**config.mk**
```make
export PLATFORM = sky130hd
export DESIGN_NAME = mbox_irq
export DESIGN_NICKNAME = d
export VERILOG_FILES = /design/src/rtl/mbox_irq.sv
export SDC_FILE = /design/constraint.sdc
export NUM_CORES = 1
export LEC_CHECK = 0
export BUFFER_PORTS_ARGS = -buffer_cell sky130_fd_sc_hd__buf_4
export CAP_MARGIN = 20
export CORE_AREA = 2 2 39 41
export DETAILED_ROUTE_END_ITERATION = 10
export DIE_AREA = 0 0 41 43
export GPL_TIMING_DRIVEN = 0
export HOLD_SLACK_MARGIN = 0.03
export PLACE_DENSITY = 0.5
export SLEW_MARGIN = 5
export SYNTH_ARGS = -nofsm -noshare
export SYNTH_HDL_FRONTEND = slang
export SYNTH_SLANG_ARGS = --single-unit
```
**constraint.sdc**
```tcl
create_clock -name clk -period 0.94 [get_ports clk]
set_clock_uncertainty 0.2 [all_clocks]
set_input_delay 0.188 -clock clk [delete_from_list [all_inputs] [get_ports clk]]
set_output_delay 0.188 -clock clk [all_outputs]
set_load 0.05 [all_outputs]
```
**src/rtl/mbox_irq.sv**
```systemverilog
module mbox_irq #(
  parameter int ADDR_W = 10
) (
  input  logic              clk,
  input  logic              rst_n,
  input  logic [ADDR_W-1:0] l_addr,
  input  logic              l_cs_n,
  input  logic              l_wr_n,
  input  logic              l_oe_n,
  input  logic [ADDR_W-1:0] r_addr,
  input  logic              r_cs_n,
  input  logic              r_wr_n,
  input  logic              r_oe_n,
  output logic              l_irq_n,
  output logic              r_irq_n
);
  localparam logic [ADDR_W-1:0] R_BOX = {ADDR_W{1'b1}};
  localparam logic [ADDR_W-1:0] L_BOX = {{(ADDR_W-1){1'b1}}, 1'b0};

  logic l_wr, l_rd, r_wr, r_rd;
  logic set_r, clr_r, set_l, clr_l;

  assign l_wr  = !l_cs_n && !l_wr_n;
  assign l_rd  = !l_cs_n &&  l_wr_n && !l_oe_n;
  assign r_wr  = !r_cs_n && !r_wr_n;
  assign r_rd  = !r_cs_n &&  r_wr_n && !r_oe_n;

  assign set_r = l_wr && (l_addr == R_BOX);
  assign clr_r = r_rd && (r_addr == R_BOX);
  assign set_l = r_wr && (r_addr == L_BOX);
  assign clr_l = l_rd && (l_addr == L_BOX);

  always_ff @(posedge clk or negedge rst_n) begin
    if (!rst_n) begin
      r_irq_n <= 1'b1;
      l_irq_n <= 1'b1;
    end else begin
      if (set_r)      r_irq_n <= 1'b0;
      else if (clr_r) r_irq_n <= 1'b1;
      if (set_l)      l_irq_n <= 1'b0;
      else if (clr_l) l_irq_n <= 1'b1;
    end
  end

  a_r1_reset_idle: assert property (@(posedge clk) !rst_n |=> (l_irq_n && r_irq_n));

  a_r2_left_sets_right: assert property (@(posedge clk) disable iff (!rst_n)
    (!l_cs_n && !l_wr_n && l_addr == R_BOX) |=> !r_irq_n);

  a_r3_right_clears_right: assert property (@(posedge clk) disable iff (!rst_n)
    (clr_r && !set_r) |=> r_irq_n);

  a_r4_right_sets_left: assert property (@(posedge clk) disable iff (!rst_n)
    (!r_cs_n && !r_wr_n && r_addr == L_BOX) |=> !l_irq_n);

  a_r5_left_clears_left: assert property (@(posedge clk) disable iff (!rst_n)
    (clr_l && !set_l) |=> l_irq_n);

  a_r6_right_hold: assert property (@(posedge clk) disable iff (!rst_n)
    (!set_r && !clr_r) |=> $stable(r_irq_n));

  a_r6_left_hold: assert property (@(posedge clk) disable iff (!rst_n)
    (!set_l && !clr_l) |=> $stable(l_irq_n));

  a_r7_set_wins: assert property (@(posedge clk) disable iff (!rst_n)
    (set_r && clr_r) |=> !r_irq_n);

  a_r8_chip_off_hold: assert property (@(posedge clk) disable iff (!rst_n)
    (l_cs_n && r_cs_n) |=> ($stable(l_irq_n) && $stable(r_irq_n)));
endmodule

```
==> run summary <==
Yosys warns - 0
Syn-to-layout area delta - 190.8%
CP cell instances - buf_8
Yosys top cell area share - 0.3231
Drt initial violations - 1
Final Util - 0.3418
Root buf cell - clkbuf_4
Worst EP required - 0.55 ns
CP Launch Type - register
Final Hold Fails - 0
Dpl cells - 62
CTS tree - built
Switching Share - 0.1971
Hold Crit Endpoint - r_irq_n
Power density over the cells - 832.2 nW/um^2
Mean Syn Cell Area - 9.568 um^2
Cell Area, Synth - 162.7 um^2
Final setup viols - 4
Critical Path Stages - 1
Fill count - 145
Peak supply drop - 0.3917 mV
Failing checks - negative setup slack
Gr ovfl total - 0
Maximum fanout along the worst path - 2
Reg2reg setup slack - -0.04 ns
Depth of the most critical reg-to-reg path - 1
Hold Crit Start - l_addr[0]
Setup TNS - -0.9177 ns
Final hold slack - 0.02837 ns
WS Path Type - register to primary output
DR WL/cell - 9.258 um
Die X - 41 um
Final wirelength - 611 um
Port bufs - 29
Pre-antenna DRT Iters - 2
GPL Wtd Cong - 0.5275
Clk Latency, worst-skew pair - 0.22 ns
Longest Clk Path Bufs - 2
Largest net degree at the start of global routing - 3
Setup crit end kind - primary output
Final Max Slew Viols - 0
Synthesized flop and latch total - 2
Number of nets still failing antenna checks after routing - 0
Post-CTS Hold Buffers - 1
Seq/Total Area, Yosys - 0.3231
Area leader, netlist - dfstp_2
Power Internal - 316.0 uW
RSZ-0062 raised after global routing - yes
Psw - 77.57 uW
Finished Layout Cells - 66
Seq pwr share - 0.226
Die height - 43 um
Commonest non-fill, non-tap cell in the layout - buf_4
Unique masters post-synth - 13
First-pass GRT wire length - 821 um
Comb power frac - 0.296
Sink Count - 2
Area contributors post-synth - dfstp_2 (32%), nand4b_1 (11%), nand4_1 (7.7%), nor4_2 (7.7%), o32a_1 (6.2%)
Post CTS Setup Buffer Count - 0
Buf+Inv Stages, Crit Path - 1
Core Region - 1384 um^2
Die area - 1763 um^2
Max Freq - 775.7 MHz
Num rows - 14
RR Endpoint - r_irq_n
Via count - 279
N_diodes - 0
Antenna violations before repair - 0
Gr usage total - 0.06814
Worst hold path class - primary input to register
Final worst path period share - 1.371
Delay-heaviest family, CP - flip-flops
Syn nets - 45
Highest-count cells in the layout ignoring fill and taps - buf_4 (25), clkbuf_4 (3)
RR Startpoint - r_irq_n
DPL Wire Length - 519.5 um
Via density - 4.227
CTS H-tree lvls - 1
Initial core utilization - 0.1175
Gate Count Post-Synth - 17
Leak - 0.2185 nW
IO Count - 30
Clock power frac - 0.478
Slowest-stage cell, CP - dfstp_2
CP peak stage delay - 0.53 ns
MaxCap Viol Count - 0
Crit path DAT - 0.90 ns
Slew Limit Headroom - 0.8480
Nets - 80
Share of layout cells above drive strength 1 - 0.7400
Status - complete, but fails checks
Final worst slack - -0.3491 ns
TritonCTS buffer count - 3
Vias in the first global route - 248
Hold path depth - 3
Worst slew pin tran - 0.2261 ns
DRC viols - 0
CTS clk-pin slew, worst paths - 0.03 ns
Tmin final - 1.289 ns
registers in the layout, summed over array words and instances (netlist names):
| name | cells |
|---|---|
| l_irq_n | 1 |
| r_irq_n | 1 |
timing repair:
item / CTS / global route
gates resized for setup: 5 / 4
endpoints found under the hold margin: 4 / 1
endpoints found under the setup margin: 4 / 4
pin swaps: 2 / 2
synth_stat cells:
library cell  instances
or3_1                 1
nand3b_1              1
nand4_1               2
and2b_1               1
a2bb2oi_1             1
dfstp_2               2
nor4_2                1
o32a_1                1
nor3_1                1
nand4b_1              2
nor4_1                1
or3b_1                1
nand2_1               2
through the flow:
| stage | cell area (um^2) | worst slack (ns) | total power, mW |
|---|---|---|---|
| final | 473.0 | -0.3491 | 0.3936 |
| after global placement | 400.4 | -0.4437 | 0.1933 |
| after global routing | 473.0 | -0.3765 | 0.4187 |
| after detailed placement | 400.4 | -0.4357 | 0.1949 |
| after CTS | 454.2 | -0.3590 | 0.3995 |
| after floorplan | 162.7 | -0.2647 | 0.1061 |
power groups by stage:
| stage | clock network (mW) | logic [mW] | registers [mW] |
|---|---|---|---|
| 5_1_grt | 0.204 | 0.125 | 0.0889 |
| 6_report | 0.188 | 0.117 | 0.0889 |
| 3_5_place_dp | 0 | 0.106 | 0.0893 |
| 3_3_place_gp | 0 | 0.104 | 0.0893 |
| 2_1_floorplan | 0 | 0.0141 | 0.0919 |
| 4_1_cts | 0.200 | 0.111 | 0.0889 |
kinds of logic after synthesis:
logic type	share of synthesized area
AO/OA/AOI/OAI	0.1154
AND/OR/NAND/NOR	0.5616
flip-flops	0.3231
routing by layer:
metal	wire length, um	part of all wire	up-vias	global-route usage
met5	0	0	-	0
met4	0	0	0	0.04000
met3	102	0.17	0	0.01571
met2	306	0.50	20	0.1094
met1	202	0.33	121	0.07668
li1	-	-	138	-
how the worst max path moves through the flow:
stage / start / to / slack [ns]
after global placement: l_oe_n / l_irq_n / -0.44
after detailed placement: l_oe_n / l_irq_n / -0.44
after floorplan: r_cs_n / l_irq_n / -0.26
final: l_irq_n / l_irq_n / -0.35
after global routing: l_irq_n / l_irq_n / -0.38
after CTS: r_irq_n / r_irq_n / -0.36
area by class of cell:
cell class | count | area (um^2) | share of cell area
Multi-Input combinational cell | 15 | 127.6 | 0.2698
Tap cell | 16 | 20.02 | 0.04233
Clock buffer | 3 | 22.52 | 0.04762
Timing Repair Buffer | 30 | 250.2 | 0.5291
Sequential cell | 2 | 52.55 | 0.1111
No activity file was read; power rests on OpenSTA's default activity.
